### config.mk
export PLATFORM = sky130hd
export DESIGN_NAME = chroma_upsampler
export DESIGN_NICKNAME = d
export VERILOG_FILES = /design/src/rtl/chroma_up_pkg.sv /design/src/rtl/chroma_up_avg.sv /design/src/rtl/chroma_up_ctrl.sv /design/src/rtl/chroma_up_datapath.sv /design/src/rtl/chroma_upsampler.sv
export SDC_FILE = /design/constraint.sdc
export NUM_CORES = 1
export LEC_CHECK = 0
export ABC_AREA = 1
export BUFFER_PORTS_ARGS = -buffer_cell sky130_fd_sc_hd__clkbuf_2
export CAP_MARGIN = 40
export CORE_MARGIN = 2
export CORE_UTILIZATION = 50
export DETAILED_ROUTE_END_ITERATION = 8
export PLACE_DENSITY_LB_ADDON = 0.15
export SYNTH_ARGS = -nofsm -noshare
export SYNTH_HDL_FRONTEND = slang
export SYNTH_SLANG_ARGS = --single-unit
### constraint.sdc
create_clock -name clk -period 2 [get_ports clk]
set_input_delay 0.4 -clock clk [delete_from_list [all_inputs] [get_ports clk]]
set_output_delay 0.4 -clock clk [all_outputs]
set_load 0.02 [all_outputs]
### src/rtl/chroma_up_pkg.sv
package chroma_up_pkg;

  // Number of input samples held in the lookahead window. The pixel being
  // reconstructed sits at the oldest slot and its two successors follow it.
  localparam int WIN_DEPTH = 3;
  localparam int OLDEST    = WIN_DEPTH - 1;
  localparam int NEXT1     = WIN_DEPTH - 2;
  localparam int NEXT2     = WIN_DEPTH - 3;

  // Framing and per-line attributes carried with every sample.
  typedef struct packed {
    logic valid;
    logic de;
    logic hs;
    logic vs;
    logic pixel;   // valid and inside active video
    logic odd;     // parity inside the line
    logic start;   // first pixel of a line
    logic interp;  // line mode latched at line start
    logic bypass;  // line bypass latched at line start
  } stageCtl_t;

  // Strobes from control to datapath for the pixel at the oldest slot.
  typedef struct packed {
    logic pixel;
    logic odd;
    logic interp;
    logic bypass;
    logic haveRight;  // immediate successor is in the same line
    logic haveNext;   // both samples of the next pair are in the line
    logic captureCb;  // store this pixel's chroma as the pair's Cb
  } dpStrobe_t;

endpackage

### src/rtl/chroma_up_avg.sv
module chroma_up_avg #(
  parameter int DATA_W = 8
) (
  input  logic [DATA_W-1:0] a,
  input  logic [DATA_W-1:0] b,
  output logic [DATA_W-1:0] mean
);

  localparam int SUM_W = DATA_W + 1;

  logic [SUM_W-1:0] sum;

  // One extra bit absorbs the carry; adding one before the shift rounds half up.
  assign sum  = SUM_W'(a) + SUM_W'(b) + SUM_W'(1);
  assign mean = sum[SUM_W-1:1];

endmodule

### src/rtl/chroma_up_ctrl.sv
module chroma_up_ctrl
  import chroma_up_pkg::*;
(
  input  logic      clk,
  input  logic      rstN,
  input  logic      inValid,
  input  logic      inDe,
  input  logic      inHsync,
  input  logic      inVsync,
  input  logic      cfgInterp,
  input  logic      cfgBypass,
  output dpStrobe_t strobe,
  output logic      outValid,
  output logic      outDe,
  output logic      outHsync,
  output logic      outVsync
);

  logic      prevDe;
  logic      nextOdd;
  logic      lineInterp;
  logic      lineBypass;
  logic      deRise;
  stageCtl_t incoming;
  stageCtl_t win [WIN_DEPTH];

  assign deRise = inDe && !prevDe;

  always_comb begin
    incoming.valid  = inValid;
    incoming.de     = inDe;
    incoming.hs     = inHsync;
    incoming.vs     = inVsync;
    incoming.pixel  = inValid && inDe;
    incoming.odd    = deRise ? 1'b0 : nextOdd;
    incoming.start  = deRise;
    incoming.interp = deRise ? cfgInterp : lineInterp;
    incoming.bypass = deRise ? cfgBypass : lineBypass;
  end

  // Line tracking: parity and the configuration captured at line start.
  always_ff @(posedge clk or negedge rstN) begin
    if (!rstN) begin
      prevDe     <= 1'b0;
      nextOdd    <= 1'b0;
      lineInterp <= 1'b0;
      lineBypass <= 1'b0;
    end else begin
      prevDe <= inDe;
      if (deRise) begin
        lineInterp <= cfgInterp;
        lineBypass <= cfgBypass;
      end
      if (incoming.pixel) begin
        nextOdd <= ~incoming.odd;
      end
    end
  end

  // Lookahead window of control attributes.
  for (genvar g = 0; g < WIN_DEPTH; g++) begin : g_win
    if (g == 0) begin : g_head
      always_ff @(posedge clk or negedge rstN) begin
        if (!rstN) win[g] <= '0;
        else       win[g] <= incoming;
      end
    end else begin : g_tail
      always_ff @(posedge clk or negedge rstN) begin
        if (!rstN) win[g] <= '0;
        else       win[g] <= win[g-1];
      end
    end
  end

  function automatic logic sameLine(stageCtl_t s);
    return s.pixel && !s.start;
  endfunction

  always_comb begin
    strobe.pixel     = win[OLDEST].pixel;
    strobe.odd       = win[OLDEST].odd;
    strobe.interp    = win[OLDEST].interp;
    strobe.bypass    = win[OLDEST].bypass;
    strobe.haveRight = sameLine(win[NEXT1]);
    strobe.haveNext  = sameLine(win[NEXT1]) && sameLine(win[NEXT2]);
    strobe.captureCb = win[OLDEST].pixel && !win[OLDEST].odd && !win[OLDEST].bypass;
  end

  // Output framing register, aligned with the datapath output register.
  always_ff @(posedge clk or negedge rstN) begin
    if (!rstN) begin
      outValid <= 1'b0;
      outDe    <= 1'b0;
      outHsync <= 1'b0;
      outVsync <= 1'b0;
    end else begin
      outValid <= win[OLDEST].valid;
      outDe    <= win[OLDEST].de;
      outHsync <= win[OLDEST].hs;
      outVsync <= win[OLDEST].vs;
    end
  end

endmodule

### src/rtl/chroma_up_datapath.sv
module chroma_up_datapath
  import chroma_up_pkg::*;
#(
  parameter int DATA_W = 8
) (
  input  logic              clk,
  input  logic              rstN,
  input  logic [DATA_W-1:0] inY,
  input  logic [DATA_W-1:0] inCb,
  input  logic [DATA_W-1:0] inCr,
  input  dpStrobe_t         strobe,
  output logic [DATA_W-1:0] outY,
  output logic [DATA_W-1:0] outCb,
  output logic [DATA_W-1:0] outCr
);

  logic [DATA_W-1:0] wY  [WIN_DEPTH];
  logic [DATA_W-1:0] wCb [WIN_DEPTH];
  logic [DATA_W-1:0] wCr [WIN_DEPTH];
  logic [DATA_W-1:0] holdCb;
  logic [DATA_W-1:0] meanCb;
  logic [DATA_W-1:0] meanCr;
  logic [DATA_W-1:0] nextCb;
  logic [DATA_W-1:0] nextCr;

  for (genvar g = 0; g < WIN_DEPTH; g++) begin : g_win
    if (g == 0) begin : g_head
      always_ff @(posedge clk or negedge rstN) begin
        if (!rstN) begin
          wY[g] <= '0; wCb[g] <= '0; wCr[g] <= '0;
        end else begin
          wY[g] <= inY; wCb[g] <= inCb; wCr[g] <= inCr;
        end
      end
    end else begin : g_tail
      always_ff @(posedge clk or negedge rstN) begin
        if (!rstN) begin
          wY[g] <= '0; wCb[g] <= '0; wCr[g] <= '0;
        end else begin
          wY[g] <= wY[g-1]; wCb[g] <= wCb[g-1]; wCr[g] <= wCr[g-1];
        end
      end
    end
  end

  // Cb of the current pair survives one slot beyond the window.
  always_ff @(posedge clk or negedge rstN) begin
    if (!rstN)                 holdCb <= '0;
    else if (strobe.captureCb) holdCb <= wCb[OLDEST];
  end

  chroma_up_avg #(.DATA_W(DATA_W)) u_avgCb (
    .a(holdCb), .b(wCb[NEXT1]), .mean(meanCb)
  );

  chroma_up_avg #(.DATA_W(DATA_W)) u_avgCr (
    .a(wCb[OLDEST]), .b(wCb[NEXT2]), .mean(meanCr)
  );

  always_comb begin
    if (!strobe.pixel || strobe.bypass) begin
      nextCb = wCb[OLDEST];
      nextCr = wCr[OLDEST];
    end else if (!strobe.odd) begin
      nextCb = wCb[OLDEST];
      nextCr = strobe.haveRight ? wCb[NEXT1] : wCb[OLDEST];
    end else if (strobe.interp && strobe.haveNext) begin
      nextCb = meanCb;
      nextCr = meanCr;
    end else begin
      nextCb = holdCb;
      nextCr = wCb[OLDEST];
    end
  end

  always_ff @(posedge clk or negedge rstN) begin
    if (!rstN) begin
      outY  <= '0;
      outCb <= '0;
      outCr <= '0;
    end else begin
      outY  <= wY[OLDEST];
      outCb <= nextCb;
      outCr <= nextCr;
    end
  end

endmodule

### src/rtl/chroma_upsampler.sv
module chroma_upsampler
  import chroma_up_pkg::*;
#(
  parameter int DATA_W = 8
) (
  input  logic              clk,
  input  logic              rstN,
  input  logic              inValid,
  input  logic              inDe,
  input  logic              inHsync,
  input  logic              inVsync,
  input  logic [DATA_W-1:0] inY,
  input  logic [DATA_W-1:0] inCb,
  input  logic [DATA_W-1:0] inCr,
  input  logic              cfgInterp,
  input  logic              cfgBypass,
  output logic              outValid,
  output logic              outDe,
  output logic              outHsync,
  output logic              outVsync,
  output logic [DATA_W-1:0] outY,
  output logic [DATA_W-1:0] outCb,
  output logic [DATA_W-1:0] outCr
);

  dpStrobe_t strobe;

  chroma_up_ctrl u_ctrl (
    .clk(clk), .rstN(rstN),
    .inValid(inValid), .inDe(inDe), .inHsync(inHsync), .inVsync(inVsync),
    .cfgInterp(cfgInterp), .cfgBypass(cfgBypass),
    .strobe(strobe),
    .outValid(outValid), .outDe(outDe), .outHsync(outHsync), .outVsync(outVsync)
  );

  chroma_up_datapath #(.DATA_W(DATA_W)) u_dp (
    .clk(clk), .rstN(rstN),
    .inY(inY), .inCb(inCb), .inCr(inCr),
    .strobe(strobe),
    .outY(outY), .outCb(outCb), .outCr(outCr)
  );

endmodule

==> impl_results.md, run 1 <==
- Outcome: completed
- Synth-to-layout area growth: 26.9%
- Area after DPL: 5280 um^2
- Row count: 35
- Reg-to-Reg End: u_dp.outCb[7]$_DFF_PN0_
- Post-route cell area: 6110 um^2
- Total GRT Usage: 0.194
- I/O Pins: 60
- Busiest layer in global routing: met2
- Commonest cells after routing, fill and taps aside: 135 x dfrtp_1, 106 x nand2_1, 58 x clkbuf_2
- Area of the die: 10400 um^2
- Drc violations: 0
- Final HPWL DP: 5640 um
- Layout cells sized above 1: 0.192
- Nets: 572
- RR Startpoint: u_dp.wCb[9]$_DFF_PN0_
- Leakage: 0.00309 uW
- Final setup margin: 0.342 ns
- Fin crit share: 0.829
- Final setup fails: 0
- M3 GR Usage: 0.0458
- Syn_nets: 467
- IO buf count: 59
- # diodes: 0
- Initial DRC count: 173
- P per Cell Area: 1100 nW/um^2
- CP Capture Type: register
- Clock Sinks: 135
- Hold path start: inDe
- Setup Skew: 0.00615 ns
- Initial antenna violation count: 0
- Netlist Area Pre-Place: 4810 um^2
- # resized after CTS: 0
- Number of cells on the worst reg-to-reg path: 7
- Final Wtd Congestion: 0.909
- Clk_lat worst skew: 0.52 ns
- Final wirelength: 8850 um
- Yosys cell types: 26
- Initial core utilization: 0.518
- RSZ-0062 raised after global routing: false
- Mean Syn Cell Area: 11.5 um^2
- Worst EP required: 2.43 ns
- Clock buffer depth: 2
- Slew Viols, Final: 0
- Hold Fails Final Rpt: 0
- Avg WL per Cell: 13.3 um
- Min Tclk post-route: 1.66 ns
- Synth warnings: 0
- Number of global-route vias before repair: 3145
- Fmax: 603 MHz
- DIE WIDTH: 102 um
- Core Util, Final: 0.658
- First-pass GRT wire length: 15000 um
- Worst VDD drop: 658 uV
- Setup TNS: 0 ns
- Hold Path Sink: u_ctrl.prevDe$_DFF_PN0_
- Worst Setup Start Kind: register
- Vias per cell: 4.67
- Pre-CTS setup slack: 0.362 ns
- Worst reg-to-reg setup slack: 0.34 ns
- Worst setup path class: reg2reg
- Post-DRT Antenna Nets: 0
- CTS H-tree depth: 4
- Post-Synthesis Cells: 419
- Slew headroom: 0.664
- Register area share after synthesis: 0.702
- Core ar.: 9280 um^2
- Yosys reg bits: 135
- Worst slew pin tran: 0.503 ns
- CTS tree: yes
- Worst-path clk slew: 0.06 ns
- Hold crit path type: in2reg
- Router iterations before antenna repair: 4
- GR Overflow Total: 0
- Via count: 3103
- Commonest non-fill, non-tap cell in the layout: dfrtp_1
- Crit Path Max Fanout: 4
- Crit path DAT: 2.09 ns
- Met2 Resource Use GR: 0.312
- Largest net degree at the start of global routing: 101
- Cts bufs inserted: 17
- Routing usage on met1: 0.254
- Max Cap Viol: 0
- Die Height: 102 um
- CTS root buffer: clkbuf_8
- Hold path depth: 1
## cells by family (layout without fill, tap and decap cells)
group,after synthesis,in the layout,synth area share
simple gates,146,146,0.126
flops,135,135,0.702
buf+inv,61,178,0.0512
compound gates,55,55,0.0650
fa+ha+maj,16,16,0.0447
xor+xnor,6,6,0.0109
## synth_stat cells
master    number  area share
o21a_1         1      0.0016
inv_2          3      0.0023
a21oi_1       19       0.020
xor2_1         5      0.0091
o211ai_1       3      0.0047
inv_1         51       0.040
a22oi_1        6      0.0094
a21boi_1       1      0.0016
nand2_1      106       0.083
nand4_1        2      0.0026
dfrtp_1      135        0.70
ha_1          14       0.036
nor2_2         1      0.0013
nand3_1       15       0.016
o21bai_1       1      0.0016
buf_6          1      0.0023
nor2_1        19       0.015
fa_1           2      0.0083
xnor2_1        1      0.0018
buf_4          1      0.0016
nor2_8         1      0.0042
a21oi_2        2      0.0036
o21ai_1        9      0.0094
buf_2          5      0.0052
nor2_4         2      0.0047
o21ai_0       13       0.014
## critical path, cell delays in order (launching register included)
cell	delay, ns
dfrtp_1	0.41
inv_1	0.08
fa_1	0.49
o21ai_1	0.26
nand2_1	0.08
nand2_1	0.07
nand2_1	0.04
a21boi_1	0.15
## state kept, by name, indices dropped and copies added (netlist names)
register / count
u_dp.wCb: 24
u_dp.wCr: 24
u_dp.wY: 24
u_ctrl.win: 19
u_dp.holdCb: 8
u_dp.outCb: 8
u_dp.outCr: 8
u_dp.outY: 8
u_ctrl.strobe: 4
u_ctrl.lineBypass: 1
u_ctrl.lineInterp: 1
u_ctrl.nextOdd: 1
u_ctrl.outDe: 1
u_ctrl.outHsync: 1
u_ctrl.outValid: 1
u_ctrl.outVsync: 1
u_ctrl.prevDe: 1
## worst max-delay path by stage
| stage | from | to | slack [ns] | cells past startpoint |
|---|---|---|---|---|
| finish | u_dp.wCb[9]$_DFF_PN0_ | u_dp.outCb[7]$_DFF_PN0_ | 0.34 | 7 |
| global route | u_dp.wCb[9]$_DFF_PN0_ | u_dp.outCb[3]$_DFF_PN0_ | 0.21 | 7 |
| CTS | u_dp.wCb[9]$_DFF_PN0_ | u_dp.outCb[3]$_DFF_PN0_ | 0.37 | 7 |
| detailed placement | u_dp.wCb[9]$_DFF_PN0_ | u_dp.outCb[3]$_DFF_PN0_ | 0.36 | 7 |
| global placement | u_dp.wCb[9]$_DFF_PN0_ | u_dp.outCb[7]$_DFF_PN0_ | 0.39 | 7 |
| floorplan | u_dp.wCb[9]$_DFF_PN0_ | u_dp.outCb[3]$_DFF_PN0_ | 0.54 | 7 |
## power breakdown
part / total (uW) / internal, uW / leakage, uW / switching (uW)
Clock: 2840 / 1660 / 0.000257 / 1180
Sequential: 3050 / 2940 / 0.00159 / 110
Combinational: 829 / 328 / 0.00124 / 501
Total: 6720 / 4930 / 0.00309 / 1790
## through the flow
stage               power, uW  std cells  hold slack (ns)
CTS                      6780        665          0.00685
global route             7050        665         0.000333
floorplan                3610        419            0.104
detailed placement       3880        606            0.335
finish                   6720        665           0.0202
global placement         3850        606            0.331
## metal layers
metal / vias up / routed length, um
met5: - / 0
met4: 0 / 138
met3: 18 / 347
met2: 69 / 4340
met1: 1482 / 4030
li1: 1534 / -
## area by class of cell
class                           count  area (um^2)
Multi-Input combinational cell    223         1190
Timing Repair Buffer               93          636
Inverter                           54          203
Clock buffer                       19          422
Clock inverter                     12          121
Sequential cell                   135         3380
Fill cell                         754         3180
Tap cell                          129          161
## what timing repair did
item	4_1_cts	5_1_grt
hold buffers	28	0
hold endpoints to repair	162	0
setup buffers	0	0
(Power assumes the default switching activity.)
==> inputs of run 2 (changes only) <==
==> constraint.sdc (replaced) <==
create_clock -name clk -period 1.5 [get_ports clk]
set_input_delay 0.3 -clock clk [delete_from_list [all_inputs] [get_ports clk]]
set_output_delay 0.3 -clock clk [all_outputs]
set_load 0.02 [all_outputs]
==> run 2 against run 1 <==
Against the previous run:
- the flow now finishes with violations (negative setup slack)
- die area is the same
- clock power grew 37%
- maximum frequency grew 9.7%
- critical endpoint unchanged
- largest cell class unchanged
==> impl_results.md, run 2 (synthesis results as in run 1) <==
- Initial antenna violation count: 0 (unchanged)
- DIE WIDTH: 102 um (unchanged)
- Row count: 35 (unchanged)
- Worst VDD drop: 992 uV (+51%)
- GR Overflow Total: 0 (unchanged)
- Clock power share: 0.417 (-0.006)
- Worst EP required: 1.92 ns (-0.51 ns)
- CTS root buffer: clkbuf_8
- CTS H-tree depth: 4 (unchanged)
- Outcome: finished with violations
- Initial DRC count: 168 (-2.9%)
- I/O Pins: 60 (unchanged)
- Internal power: 6830 uW (+39%)
- Worst slew pin tran: 0.446 ns (-0.0575 ns)
- Failing checks: negative setup slack
- Nets: 599 (+4.7%)
- Commonest cells after routing, fill and taps aside: 134 x dfrtp_1, 98 x nand2_1, 58 x clkbuf_2
- Final setup fails: 2 (+2)
- CTS tree: yes
- Fin crit share: 1.01 (+0.179)
- Cts bufs inserted: 17 (unchanged)
- Synth-to-layout area growth: 36.4%
- Post-DRT Antenna Nets: 0 (unchanged)
- IO buf count: 59 (unchanged)
- Commonest non-fill, non-tap cell in the layout: dfrtp_1
- Hold crit path type: in2async
- Final setup margin: -0.0115 ns (-0.354 ns)
- Top Registers: u_dp.wCb (24), u_dp.wCr (24), u_dp.wY (24)
- Hold Fails Final Rpt: 0 (unchanged)
- Vias per cell: 4.67 (+0.17%)
- Final HPWL DP: 5680 um (+0.73%)
- Placed Cells: 626 (+3.3%)
- CP Capture Type: register
- Final wirelength: 9130 um (+3.1%)
- Hold WS: 0.331 ns (+0.310 ns)
- Router iterations before antenna repair: 4 (unchanged)
- Initial core utilization: 0.518 (unchanged)
- Final Wtd Congestion: 0.928 (+2.0%)
- Combinational share of power: 0.148 (+0.025)
- Worst-path clk slew: 0.06 ns (about the same)
- # diodes: 0 (unchanged)
- Total GRT Usage: 0.195 (+0.000945)
- Slew headroom: 0.703 (+0.0383)
- Max Cap Viol: 0 (unchanged)
- Clk_lat worst skew: 0.50 ns (-0.02 ns)
- Number of global-route vias before repair: 3213 (+2.2%)
- P per Cell Area: 1430 nW/um^2 (+30%)
- Largest net degree at the start of global routing: 86 (-15%)
- Via count: 3239 (+4.4%)
- Final cell count without fillers: 693 (+4.2%)
- RSZ-0062 raised after global routing: true
- Seq pwr share: 0.436 (-0.018)
- Core ar.: 9280 um^2 (unchanged)
- Fmax: 662 MHz (+9.7%)
- Clock buffer depth: 2 (unchanged)
- Worst setup path class: reg2reg
- First-pass GRT wire length: 15200 um (+1.7%)
- Drc violations: 0 (unchanged)
- Layout cells sized above 1: 0.298 (+0.106)
- Avg WL per Cell: 13.2 um (-1.1%)
- Worst Setup Start Kind: register
- # fillers: 664 (-12%)
- Clock Sinks: 135 (unchanged)
- Sw frac: 0.271 (+0.00462)
- Die Height: 102 um (unchanged)
- Setup Skew: 0.00878 ns (+0.00263 ns)
- Switch Pwr: 2540 uW (+42%)
- Crit path DAT: 1.93 ns (-0.16 ns)
- Min Tclk post-route: 1.51 ns (-0.146 ns)
- Leakage: 0.00326 uW (+5.4%)
- Area of the die: 10400 um^2 (unchanged)
- Slew Viols, Final: 0 (unchanged)
- Crit Path Max Fanout: 3 (-1)
==> run 2: cell types whose count changed in the layout (fill, tap and decap cells not counted), moves of 8 or more <==
| cell | previous run | this run |
|---|---|---|
| buf_4 | 6 | 28 |
| ha_1 | 14 | 4 |
| ha_4 | 0 | 10 |
| nand2_1 | 106 | 98 |
| nand2_2 | 0 | 8 |
==> run 2: critical path: stages, from the launching register on <==
cell	delay [ns]
dfrtp_1	0.40
inv_1	0.10
fa_2	0.43
o21ai_2	0.17
nand2_1	0.08
nand2_1	0.07
nand2_1	0.06
a21boi_2	0.14
==> run 2: path summary, 6_finish.rpt <==
kind	start	to	slack, ns	cells after the start
worst max-delay path	u_dp.wCb[9]$_DFF_PN0_	u_dp.outCb[7]$_DFF_PN0_	-0.01	7
worst min-delay path	rstN	u_dp.wY[0]$_DFF_PN0_	0.33	3
worst max register to register	u_dp.wCb[9]$_DFF_PN0_	u_dp.outCb[7]$_DFF_PN0_	-0.01	7
worst min register to register	u_ctrl.win[21]$_DFF_PN0_	u_ctrl.win[12]$_DFF_PN0_	0.34	0
max in group asynchronous	rstN	u_dp.holdCb[3]$_DFFE_PN0P_	0.75	3
min in group clk	u_ctrl.win[21]$_DFF_PN0_	u_ctrl.win[12]$_DFF_PN0_	0.34	0
==> run 2: layout make-up <==
class / count / area [um^2] / area share
clock buffers: 18 / 428 / 0.0652
clock inverters: 14 / 139 / 0.0212
inverters: 54 / 203 / 0.0309
multi-input cells: 223 / 1380 / 0.211
flip-flops and latches: 135 / 3380 / 0.515
well taps: 129 / 161 / 0.0246
repair buffers: 120 / 871 / 0.133
==> run 2: stage by stage <==
| step | util | total power, uW | setup TNS (ns) | setup WS, ns | area, um^2 |
|---|---|---|---|---|---|
| after floorplan | - | 4810 | 0 | 0.0353 | 4810 |
| after global placement | 0.588 | 5210 | -0.192 | -0.0778 | 5460 |
| after detailed placement | 0.588 | 5250 | -0.475 | -0.122 | 5460 |
| after CTS | 0.689 | 9320 | 0 | 0.000467 | 6400 |
| after global routing | 0.707 | 9840 | -0.780 | -0.0906 | 6560 |
| final | 0.707 | 9370 | -0.0150 | -0.0115 | 6560 |
==> run 2: power by group through the flow <==
stage	sequential, uW	combinational, uW	clock [uW]
6_report	4080	1380	3900
5_1_grt	4110	1550	4180
4_1_cts	4060	1260	3990
3_5_place_dp	4110	1130	0
3_3_place_gp	4100	1110	0
2_1_floorplan	4160	655	0
==> run 2: routing by layer <==
metal	global-route usage	up-vias	share of wire
met2	0.302	75	0.49
met5	0	-	0
li1	-	1584	-
met3	0.0445	6	0.036
met4	0.0821	0	0.010
met1	0.271	1574	0.47
==> run 2: what timing repair did <==
| action | 4_1_cts | 5_1_grt |
|---|---|---|
| hold endpoints to repair | 165 | 0 |
| cloned | 0 | 0 |
| pin swaps | 1 | 4 |
| resized for setup | 10 | 30 |
| buffers inserted | 1 | 3 |
| endpoints found under the setup margin | 13 | 16 |
| hold buffers | 31 | 0 |
==> inputs of run 3 (changes only) <==
--- a/config.mk
+++ b/config.mk
@@ -6,7 +6,7 @@
 export NUM_CORES = 1
 export LEC_CHECK = 0
 export ABC_AREA = 1
-export BUFFER_PORTS_ARGS = -buffer_cell sky130_fd_sc_hd__clkbuf_2
+export BUFFER_PORTS_ARGS = -buffer_cell sky130_fd_sc_hd__buf_4
 export CAP_MARGIN = 40
 export CORE_MARGIN = 2
 export CORE_UTILIZATION = 50
@@ -14,4 +14,5 @@
 export PLACE_DENSITY_LB_ADDON = 0.15
 export SYNTH_ARGS = -nofsm -noshare
 export SYNTH_HDL_FRONTEND = slang
+export SYNTH_HIERARCHICAL = 1
 export SYNTH_SLANG_ARGS = --single-unit
==> run 3 against run 2 <==
Against the previous run:
- the run still ends with negative setup slack left
- synthesized cell count is 4.3% higher
- sequential cell count unchanged
- utilization down 0.36 points
- maximum frequency down 7.9%
- non-clock buffer count increased by 3
- global-route usage down 0.39 points
- worst hold slack lost 0.056 ns
- cell area grew 4.3%
- sequential power is essentially flat
- critical endpoint is now u_dp/outCr[4]$_DFF_PN0_
- highest routed layer unchanged
==> impl_results.md, run 3 <==
- Commonest cells in the netlist: 135 x dfrtp_1, 111 x nand2_1, 55 x inv_1, 32 x nand3_1, 14 x ha_1
- Final setup fails: 14 (+12)
- Hold WS: 0.274 ns (-0.0565 ns)
- Hold crit path type: in2async
- Min Tclk post-route: 1.64 ns (+0.129 ns)
- Fmax: 610 MHz (-7.9%)
- Largest net degree at the start of global routing: 42 (-51%)
- Synth async-reset ratio: 1.00 (unchanged)
- First-pass GRT wire length: 16100 um (+5.9%)
- # diodes: 0 (unchanged)
- Slew headroom: 0.718 (+0.0156)
- Final Wtd Congestion: 0.870 (-6.2%)
- Leakage: 0.00344 uW (+5.7%)
- Outcome: finished with violations
- IO buf count: 59 (unchanged)
- Synth warnings: 6 (+6)
- Core ar.: 9730 um^2 (+4.8%)
- Clk_lat worst skew: 0.52 ns (+0.02 ns)
- Crit path DAT: 2.09 ns (+0.16 ns)
- Delay of the slowest cell on the worst path: 0.43 ns (about the same)
- Initial antenna violation count: 0 (unchanged)
- I/O Pins: 60 (unchanged)
- Final cell count without fillers: 712 (+2.7%)
- Drc violations: 0 (unchanged)
- Commonest cells after routing, fill and taps aside: 134 x dfrtp_1, 101 x nand2_1, 88 x buf_4
- Clock buffer depth: 2 (unchanged)
- Synth-to-layout area growth: 37.1%
- Worst-path clk slew: 0.07 ns (about the same)
- Worst VDD drop: 1000 uV (+0.97%)
- Top Registers: u_dp/wCb (24), u_dp/wCr (24), u_dp/wY (24)
- Cts bufs inserted: 17 (unchanged)
- Avg WL per Cell: 13.4 um (+1.6%)
- Die Height: 104 um (+1.8%)
- Row count: 36 (+2.9%)
- Top post-synthesis cells by area: dfrtp_1 68%, nand2_1 8.3%, inv_1 4.1%
- Post-synth EDFFs: 0 (unchanged)
- Vias per cell: 4.71 (+0.70%)
- Post-Synthesis Cells: 437 (+4.3%)
- Total GRT Usage: 0.192 (-0.00392)
- Placed Cells: 645 (+3.0%)
- Slew Viols, Final: 0 (unchanged)
- CTS tree: yes
- Area of the die: 10800 um^2 (+3.6%)
- Final wirelength: 9530 um (+4.4%)
- Failing checks: negative setup slack
- Commonest non-fill, non-tap cell in the layout: dfrtp_1
- Final setup margin: -0.140 ns (-0.129 ns)
- Slowest CP cell: dfrtp_1
- Reg-to-Reg End: u_dp/outCr[4]$_DFF_PN0_
- Via count: 3351 (+3.5%)
- CTS H-tree depth: 4 (unchanged)
- Mean Syn Cell Area: 11.4 um^2 (-0.53%)
- Worst setup path class: reg2reg
- CP Capture Type: register
- DIE WIDTH: 104 um (+1.8%)
- GR Overflow Total: 0 (unchanged)
- Worst slew pin tran: 0.422 ns (-0.0235 ns)
- Synth top area share: 0.677 (-0.0253)
- RR Startpoint: u_dp/wCb[2]$_DFF_PN0_
- Yosys cell types: 26 (unchanged)
- Fin crit share: 1.09 (+0.0859)
- Clock Sinks: 135 (unchanged)
- Register area share after synthesis: 0.677 (-0.0253)
- Worst reg-to-reg setup slack: -0.14 ns (-0.13 ns)
- Hold Fails Final Rpt: 0 (unchanged)
- Synth area leader: dfrtp_1
- Worst EP required: 1.95 ns (+0.03 ns)
- Netlist Area Pre-Place: 4990 um^2 (+3.7%)
- RSZ-0062 raised after global routing: true
- Ys flop type: dfrtp_1
- P per Cell Area: 1400 nW/um^2 (-1.9%)
- Initial DRC count: 126 (-25%)
- Syn_nets: 485 (+3.9%)
- CTS root buffer: clkbuf_8
- Critical-path cell list: ha_4 -> nand2_1 -> inv_1 -> nand2_1 -> nand2_2 -> nand2_2 -> nand2_1 -> nand2_1 -> nand2_1 -> inv_1 -> nand3_1 -> nand3_2 -> a21oi_2
- Worst path most repeated cell: nand2_1
- Final HPWL DP: 6290 um (+11%)
- Layout cells sized above 1: 0.318 (+0.0199)
- Router iterations before antenna repair: 4 (unchanged)
- Yosys reg bits: 135 (unchanged)
- Most common cell in the synthesized netlist: dfrtp_1
- Crit Path Max Fanout: 4 (+1)
- Number of cells on the worst reg-to-reg path: 13 (+6)
- Initial core utilization: 0.513 (-0.00521)
- Post-DRT Antenna Nets: 0 (unchanged)
- Pre-CTS setup slack: -0.163 ns (-0.0412 ns)
- Setup Skew: 0.0153 ns (+0.00651 ns)
- Number of global-route vias before repair: 3550 (+10%)
- Nets: 614 (+2.5%)
- Worst Setup Start Kind: register
- Max Cap Viol: 0 (unchanged)
run 3: cell types whose count changed after synthesis, moves of 5 or more:
cell     previous run  this run
nand2_1           106       111
nand3_1            15        32
nand2_2             0         5
a21oi_1            19        12
nor2_1             19        11
buf_6               1         8
a22oi_1             6         0
o21ai_0            13         8
run 3: kinds of logic after synthesis:
family	after synthesis	share of synthesized area
adder cells (fa/ha/maj)	16	0.0431
flip-flops	135	0.677
buffers and inverters	73	0.0707
AND/OR/NAND/NOR	165	0.145
XOR/XNOR	6	0.0105
AO/OA/AOI/OAI	42	0.0541
run 3: stage by stage:
| step | instance area (um^2) | setup TNS [ns] | util | power [uW] |
|---|---|---|---|---|
| after floorplan | 5040 | -0.146 | - | 4970 |
| after global placement | 5780 | -1.08 | 0.594 | 5420 |
| after detailed placement | 5780 | -1.52 | 0.594 | 5470 |
| after CTS | 6780 | -1.31 | 0.697 | 9610 |
| after global routing | 6840 | -2.74 | 0.703 | 10100 |
| final | 6840 | -1.35 | 0.703 | 9580 |
run 3: cell type report:
| type | count | area (um^2) |
|---|---|---|
| fill | 688 | 2890 |
| sequential | 135 | 3380 |
| inverter | 60 | 228 |
| clock inverter | 15 | 159 |
| multi-input combinational | 229 | 1460 |
| clock buffer | 17 | 414 |
| tap | 133 | 166 |
| timing repair buffer | 123 | 1040 |
run 3: critical path: cells and delay by family (launching register included):
kind	cells	cell delay [ns]
adder cells (fa/ha/maj)	1	0.31
buffers and inverters	2	0.08
AO/OA/AOI/OAI	1	0.12
flip-flops	1	0.43
AND/OR/NAND/NOR	9	0.64
run 3: what timing repair did:
item,in CTS,in global routing
endpoints found under the setup margin,14,16
hold buffers,31,0
gates resized for setup,17,10
setup buffers,3,1
pin swaps,18,14
gates cloned,0,0
endpoints found under the hold margin,67,0
run 3: report_power, final:
| group | switching, uW | internal (uW) | total [uW] |
|---|---|---|---|
| Combinational | 826 | 712 | 1540 |
| Clock | 1680 | 2270 | 3950 |
| Sequential | 177 | 3920 | 4100 |
| Total | 2680 | 6900 | 9580 |
run 3: worst max path at each step:
stage / slack, ns / startpoint / to
floorplan: -0.05 / u_dp/wCb[0]$_DFF_PN0_ / u_dp/outCr[5]$_DFF_PN0_
global placement: -0.13 / u_dp/wCb[8]$_DFF_PN0_ / u_dp/outCb[7]$_DFF_PN0_
detailed placement: -0.16 / u_dp/wCb[16]$_DFF_PN0_ / u_dp/outCr[5]$_DFF_PN0_
CTS: -0.14 / u_dp/wCb[8]$_DFF_PN0_ / u_dp/outCb[7]$_DFF_PN0_
global route: -0.27 / u_dp/wCb[0]$_DFF_PN0_ / u_dp/outCr[7]$_DFF_PN0_
finish: -0.14 / u_dp/wCb[2]$_DFF_PN0_ / u_dp/outCr[4]$_DFF_PN0_
run 3: per-layer routing:
metal,vias to the layer above,track usage,routed length [um]
met2,84,0.320,4830
li1,1622,-,-
met3,12,0.0501,406
met1,1633,0.236,4140
met5,-,0,0
met4,0,0.0840,150
